File: src/rtl/agu_pkg.sv
package agu_pkg;

  typedef enum logic [1:0] {
    FORM_IND = 2'd0,
    FORM_K5  = 2'd1,
    FORM_IDX = 2'd2,
    FORM_K15 = 2'd3
  } form_e;

  typedef enum logic [2:0] {
    MOD_NONE_P = 3'd0,
    MOD_NONE_M = 3'd1,
    MOD_PRE_I  = 3'd2,
    MOD_PRE_D  = 3'd3,
    MOD_POST_I = 3'd4,
    MOD_POST_D = 3'd5,
    MOD_RSV6   = 3'd6,
    MOD_RSV7   = 3'd7
  } mod_e;

  typedef struct packed {
    logic legal;
    logic modify;
    logic subtract;
    logic post;
    logic circ;
  } agu_ctl_t;

endpackage

File: src/rtl/agu_decode.sv
module agu_decode
  import agu_pkg::*;
#(
  parameter int NUM_W   = 5,
  parameter int CIRC_LO = 4,
  parameter int CIRC_N  = 4
) (
  input  logic [1:0]        form_i,
  input  logic [2:0]        mod_i,
  input  logic              side_i,
  input  logic [NUM_W-1:0]  num_i,
  input  logic [2*CIRC_N-1:0] circ_sel_i,
  output agu_ctl_t          ctl_o
);
  localparam int SEL_W = $clog2(CIRC_N);

  form_e form;
  mod_e  md;
  logic  k15_reg_ok;
  logic  in_circ_range;
  logic [SEL_W:0] sel_bit;

  always_comb begin
    form = form_e'(form_i);
    md   = mod_e'(mod_i);
    k15_reg_ok    = side_i && ((num_i == NUM_W'(14)) || (num_i == NUM_W'(15)));
    in_circ_range = (num_i >= NUM_W'(CIRC_LO)) && (num_i < NUM_W'(CIRC_LO + CIRC_N));
    sel_bit       = {side_i, SEL_W'(num_i - NUM_W'(CIRC_LO))};

    ctl_o.legal    = (md != MOD_RSV6) && (md != MOD_RSV7) &&
                     ((form != FORM_K15) || k15_reg_ok);
    ctl_o.modify   = ctl_o.legal && (form != FORM_K15) &&
                     (md inside {MOD_PRE_I, MOD_PRE_D, MOD_POST_I, MOD_POST_D});
    ctl_o.subtract = (form != FORM_K15) &&
                     (md inside {MOD_NONE_M, MOD_PRE_D, MOD_POST_D});
    ctl_o.post     = (form != FORM_K15) && (md inside {MOD_POST_I, MOD_POST_D});
    ctl_o.circ     = (form != FORM_K15) && in_circ_range && circ_sel_i[sel_bit];
  end
endmodule

File: src/rtl/agu_offset.sv
module agu_offset
  import agu_pkg::*;
#(
  parameter int ADDR_W = 32,
  parameter int K_W    = 15,
  parameter int K5_W   = 5
) (
  input  logic [1:0]        form_i,
  input  logic [2:0]        mod_i,
  input  logic [1:0]        size_i,
  input  logic [K_W-1:0]    kfield_i,
  input  logic [ADDR_W-1:0] index_i,
  output logic [ADDR_W-1:0] step_o
);
  logic [ADDR_W-1:0] raw;

  always_comb begin
    unique case (form_e'(form_i))
      FORM_IND: raw = (mod_e'(mod_i) inside {MOD_NONE_P, MOD_NONE_M}) ?
                      '0 : ADDR_W'(1);
      FORM_K5:  raw = ADDR_W'(kfield_i[K5_W-1:0]);
      FORM_IDX: raw = index_i;
      default:  raw = ADDR_W'(kfield_i);
    endcase
    step_o = raw << size_i;
  end
endmodule

File: src/rtl/agu_wrap_add.sv
module agu_wrap_add #(
  parameter int ADDR_W = 32,
  parameter int BLK_W  = 5
) (
  input  logic [ADDR_W-1:0] base_i,
  input  logic [ADDR_W-1:0] step_i,
  input  logic              subtract_i,
  input  logic              circ_i,
  input  logic [BLK_W-1:0]  blk_n_i,
  output logic [ADDR_W-1:0] sum_o
);
  localparam int SH_W = BLK_W + 1;

  logic [ADDR_W-1:0] lin;
  logic [ADDR_W:0]   span;
  logic [ADDR_W-1:0] mask;

  always_comb begin
    lin  = subtract_i ? (base_i - step_i) : (base_i + step_i);
    span = ({{ADDR_W{1'b0}}, 1'b1} << (SH_W'(blk_n_i) + SH_W'(1))) - (ADDR_W+1)'(1);
    mask = span[ADDR_W-1:0];
    sum_o = circ_i ? ((base_i & ~mask) | (lin & mask)) : lin;
  end
endmodule

File: src/rtl/agu_lsu.sv
module agu_lsu
  import agu_pkg::*;
#(
  parameter int ADDR_W  = 32,
  parameter int NUM_W   = 5,
  parameter int K_W     = 15,
  parameter int BLK_W   = 5,
  parameter int CIRC_N  = 4,
  parameter bit OUT_REG = 1'b1
) (
  input  logic                 clk,
  input  logic                 rst,
  input  logic [ADDR_W-1:0]    base_i,
  input  logic                 base_side_i,
  input  logic [NUM_W-1:0]     base_num_i,
  input  logic [1:0]           size_i,
  input  logic [1:0]           form_i,
  input  logic [2:0]           mod_i,
  input  logic [K_W-1:0]       kfield_i,
  input  logic [ADDR_W-1:0]    index_i,
  input  logic [2*CIRC_N-1:0]  circ_sel_i,
  input  logic [BLK_W-1:0]     blk_n_i,
  output logic [ADDR_W-1:0]    addr_o,
  output logic                 wb_o,
  output logic [ADDR_W-1:0]    new_base_o,
  output logic                 illegal_o
);
  agu_ctl_t          ctl;
  logic [ADDR_W-1:0] step;
  logic [ADDR_W-1:0] sum;
  logic [ADDR_W-1:0] addr_c;
  logic [ADDR_W-1:0] nb_c;
  logic              wb_c;
  logic              ill_c;

  agu_decode #(.NUM_W(NUM_W), .CIRC_LO(4), .CIRC_N(CIRC_N)) i_dec (
    .form_i     (form_i),
    .mod_i      (mod_i),
    .side_i     (base_side_i),
    .num_i      (base_num_i),
    .circ_sel_i (circ_sel_i),
    .ctl_o      (ctl)
  );

  agu_offset #(.ADDR_W(ADDR_W), .K_W(K_W), .K5_W(5)) i_off (
    .form_i   (form_i),
    .mod_i    (mod_i),
    .size_i   (size_i),
    .kfield_i (kfield_i),
    .index_i  (index_i),
    .step_o   (step)
  );

  agu_wrap_add #(.ADDR_W(ADDR_W), .BLK_W(BLK_W)) i_add (
    .base_i     (base_i),
    .step_i     (step),
    .subtract_i (ctl.subtract),
    .circ_i     (ctl.circ),
    .blk_n_i    (blk_n_i),
    .sum_o      (sum)
  );

  always_comb begin
    ill_c  = !ctl.legal;
    wb_c   = ctl.modify;
    addr_c = (ill_c || ctl.post) ? base_i : sum;
    nb_c   = wb_c ? sum : base_i;
  end

  generate
    if (OUT_REG) begin : g_reg
      always_ff @(posedge clk) begin
        if (rst) begin
          addr_o     <= '0;
          wb_o       <= 1'b0;
          new_base_o <= '0;
          illegal_o  <= 1'b0;
        end else begin
          addr_o     <= addr_c;
          wb_o       <= wb_c;
          new_base_o <= nb_c;
          illegal_o  <= ill_c;
        end
      end
    end else begin : g_comb
      assign addr_o     = addr_c;
      assign wb_o       = wb_c;
      assign new_base_o = nb_c;
      assign illegal_o  = ill_c;
    end
  endgenerate
endmodule

File: config.mk
export PLATFORM = sky130hd
export DESIGN_NAME = agu_lsu
export DESIGN_NICKNAME = d
export VERILOG_FILES = /design/src/rtl/agu_pkg.sv /design/src/rtl/agu_decode.sv /design/src/rtl/agu_offset.sv /design/src/rtl/agu_wrap_add.sv /design/src/rtl/agu_lsu.sv
export SDC_FILE = /design/constraint.sdc
export NUM_CORES = 1
export LEC_CHECK = 0
export BUFFER_PORTS_ARGS = -buffer_cell sky130_fd_sc_hd__buf_2
export CAP_MARGIN = 0
export CORE_ASPECT_RATIO = 1.5
export CORE_UTILIZATION = 40
export CTS_CLUSTER_SIZE = 24
export DETAILED_ROUTE_END_ITERATION = 16
export HOLD_SLACK_MARGIN = 0.08
export PLACE_DENSITY = 0.65
export SLEW_MARGIN = 20
export SYNTH_ARGS = -nofsm -noshare
export SYNTH_HDL_FRONTEND = slang
export SYNTH_SLANG_ARGS = --single-unit
File: constraint.sdc
create_clock -name clk -period 4.9 [get_ports clk]
set_input_delay 0 -clock clk [delete_from_list [all_inputs] [get_ports clk]]
set_output_delay 0 -clock clk [all_outputs]
set_load 0.01 [all_outputs]
==> impl_metrics.sql <==
INSERT INTO impl_metrics (metric_group, metric, value, unit) VALUES
('routing', 'drc_violations_left', '0', ''),
('finish', 'num-nets-final', '1308', ''),
('routing', 'wl_final', '22.7', 'mm'),
('placement', 'gp_congestion', '0.958', ''),
('critical_path', 'cp.arrival', '4730', 'ps'),
('synthesis', 'ys_types', '68', ''),
('floorplan', 'die-height', '164', 'microns'),
('critical_path', 'critPathMaxFanout', '5', ''),
('critical_path', 'cpPeakStageDelay', '530', 'ps'),
('synthesis', 'synth_top_area_cell', 'dfxtp_1', ''),
('finish', 'drive_gt1_frac', '0.198', ''),
('routing', 'dr.first_iter.drc_count', '432', ''),
('synthesis', 'synth_flop_cell', 'dfxtp_1', ''),
('global_route', 'antenna_found_initial', '0', ''),
('global_route', 'vias_in_the_first_global_route', '6993', ''),
('sta', 'setup_repair_after_global_routing_missed_its_margin', 'false', ''),
('clock_tree', 'path_clk_slew', '60', 'ps'),
('routing', 'routed_via_density', '5.67', ''),
('pwr', 'cellPowerDensity', '288', 'mW/mm^2'),
('global_route', 'grt_first_pass_wirelength', '34.7', 'mm'),
('clock_tree', 'cts-root-buf', 'clkbuf_16', ''),
('pwr', 'power', '2.50', 'mW'),
('synthesis', 'synth.yosys.seq_area_share', '0.188', ''),
('outcome', 'run_status', 'completed', ''),
('critical_path', 'cp_slowest_cell', 'dlygate4sd3_1', ''),
('synthesis', 'synth-seq-cells', '66', ''),
('routing', 'drtPass1Iterations', '5', ''),
('sta', 'finalSetupTns', '0', 'ps'),
('clock_tree', 'num_cts_buffers', '9', ''),
('sta', 'min_period', '4540', 'ps'),
('critical_path', 'setup.worst_path.end_class', 'flop', ''),
('critical_path', 'cp-start-kind', 'primary input', ''),
('sta', 'final_max_slew_viol_count', '0', ''),
('clock_tree', 'tritoncts', 'built', ''),
('finish', 'antenna_cells_inserted', '0', ''),
('synthesis', 'cell_types_with_the_highest_counts_after_synthesis', '149 x nor2_1, 100 x nand2_1, 97 x a21oi_1', ''),
('job', 'cap_viol_max_count', '0', ''),
('floorplan', 'dieArea', '0.0181', 'sq mm'),
('min_path', 'worst_hold_path_class', 'in2reg', ''),
('clock_tree', 'clock-sinks', '66', ''),
('pwr', 'vdd_ir_drop_max', '242', 'uV'),
('global_route', 'global_route.overflow_total', '0', ''),
('synthesis', 'synth_enable_flop_cells', '0', ''),
('sta', 'final_min_period_over_clock_period', '0.927', ''),
('sta', 'worst_pin_slew', '927', 'ps'),
('synthesis', 'postSynthCellCount', '1000', ''),
('synthesis', 'synthMostInstantiatedCell', 'nor2_1', ''),
('floorplan', 'core_region_area', '0.0173', 'sq mm'),
('placement', 'place.port_buffers', '172', ''),
('synthesis', 'synth_nets', '1141', ''),
('floorplan', 'standard_cell_row_count', '59', ''),
('synthesis', 'yosys.area.top_type_share', '0.188', ''),
('sta', 'fin_hold_ws', '98.6', 'ps'),
('floorplan', 'floorplan.initialDensity', '0.407', ''),
('critical_path', 'category_of_cells_accounting_for_the_largest_share_of_critical_path_delay', 'simple AND/OR/NAND/NOR gates', ''),
('global_route', 'gr-usage-all-layers', '0.249', ''),
('synthesis', 'postSynthAreaPerCell', '7.03', 'sq um'),
('sta', 'fmaxAchievable', '220', 'MHz'),
('critical_path', 'cp.buffers_inverters', '2', ''),
('sta', 'max_slew_margin', '0.378', ''),
('critical_path', 'cp.required', '5080', 'ps'),
('synthesis', 'synth.cell_area', '0.00703', 'sq mm'),
('routing', 'route.detailed.wl_per_inst', '16.4', 'microns'),
('sta', 'finalHoldViolCount', '0', ''),
('floorplan', 'die_w', '110', 'microns'),
('critical_path', 'criticalPathCategory', 'in2reg', ''),
('synthesis', 'synthTopCellsByArea', 'dfxtp_1 19%, nor2_1 8.0%, mux2i_1 7.1%', ''),
('critical_path', 'cp_cell_sequence', 'dlygate4sd3_1 > buf_2 > nor3_1 > o311ai_0 > a31oi_1 > nand3_1 > nor3b_1 > nand2b_1 > nor3_1 > a31oi_1 > xor2_1 > ha_1 > a21o_1 > a21oi_1 > nor2b_1 > or4_1 > o221a_2 > xnor2_1 > a211oi_1', ''),
('global_route', 'pin_count_of_the_biggest_net_entering_global_routing', '77', ''),
('routing', 'route.antenna.remaining_nets', '0', ''),
('routing', 'route.vias.total', '7856', ''),
('clock_tree', 'max-clock-path-buffers', '2', ''),
('placement', 'hpwlAfterDp', '18.0', 'mm'),
('floorplan', 'top_level_ports', '173', ''),
('sta', 'report.final.setup_viol', '0', ''),
('clock_tree', 'cts-htree-levels', '3', ''),
('finish', 'area_growth_syn_to_layout', '23.2', '%'),
('finish', 'fillerInstances', '1779', ''),
('pwr', 'static-leakage-power', '3.83', 'nW'),
('synthesis', 'synth-warning-count', '0', ''),
('synthesis', 'postSynth.asyncResetShare', '0', '');
[worst paths after layout]
| kind | from | endpoint | cells past startpoint | slack (ps) |
|---|---|---|---|---|
| worst min-delay path | base_i[1] | addr_o[1] | 5 | 100 |
| worst max-delay path | mod_i[2] | new_base_o[31] | 19 | 360 |
[layout make-up]
type | count | area [sq um] | share of cell area
tap | 213 | 267 | 0.0308
clock buffer | 9 | 225 | 0.0260
multi-input combinational | 854 | 5420 | 0.626
sequential | 66 | 1320 | 0.153
timing repair buffer | 218 | 1280 | 0.148
inverter | 18 | 67.6 | 0.00781
clock inverter | 7 | 76.3 | 0.00882
[through the flow]
| step | util | instance area [sq um] | cells | setup slack, ps |
|---|---|---|---|---|
| final | 0.501 | 8660 | 1385 | 360 |
| after global routing | 0.501 | 8660 | 1385 | 50.2 |
| after CTS | 0.500 | 8640 | 1385 | 244 |
| after detailed placement | 0.465 | 8030 | 1338 | 197 |
| after global placement | 0.465 | 8030 | 1338 | 287 |
| after floorplan | - | 7030 | 1000 | 192 |
[flip-flops by register name, indices dropped and copies added (netlist names)]
name and cells:
addr_o 32, illegal_o 1, new_base_o 32, wb_o 1
[per-layer routing]
metal / GRT usage / routed length [microns] / vias up
li1: - / - / 3969
met1: 0.306 / 9360 / 3547
met2: 0.432 / 11300 / 298
met3: 0.0294 / 1360 / 42
met4: 0.102 / 743 / 0
met5: 0 / 0 / -
[report_power, final]
part           internal, mW  switching [mW]  total (mW)
clock network         0.397           0.264       0.661
logic                 0.497           0.707        1.20
registers             0.614          0.0183       0.632
[repair_timing]
| item | CTS | global route |
|---|---|---|
| resized for setup | 0 | 4 |
| endpoints found under the setup margin | 0 | 6 |
| hold buffers | 31 | 0 |
| hold endpoints to repair | 56 | 0 |
| buffers inserted | 0 | 0 |
[tightest hold or removal path: cells and delay by family]
kind                   cells  cell delay [ps]
buffers and inverters      2              170
AND/OR/NAND/NOR            2              180
AO/OA/AOI/OAI              1               50
[cell usage in the layout (no fill, tap or decap), drive strengths merged, types with 21 or more instances in the layout]
cell         synthesis  layout
nand2              100     100
ha                  33      33
dfxtp               66      66
mux2i               50      50
dlygate4sd3          0      31
a21oi               97      97
xnor2               32      32
nand2b              21      21
xor2                22      22
nor2               149     149
a31oi               21      21
nand3               31      31
buf                 14     187
nor3                33      33
o21ai               53      53
[kinds of logic (layout without fill, tap and decap cells)]
| logic type | after synthesis | in the layout | synth area share |
|---|---|---|---|
| XOR/XNOR | 54 | 54 | 0.0673 |
| AND/OR/NAND/NOR | 412 | 412 | 0.275 |
| flip-flops | 66 | 66 | 0.188 |
| buffers and inverters | 80 | 252 | 0.0465 |
| adder cells (fa/ha/maj) | 34 | 34 | 0.0616 |
| AO/OA/AOI/OAI | 292 | 292 | 0.264 |
| multiplexers | 61 | 61 | 0.0968 |
| other | 1 | 1 | 0.000534 |
Note: power is estimated with default switching activity, not from simulation.
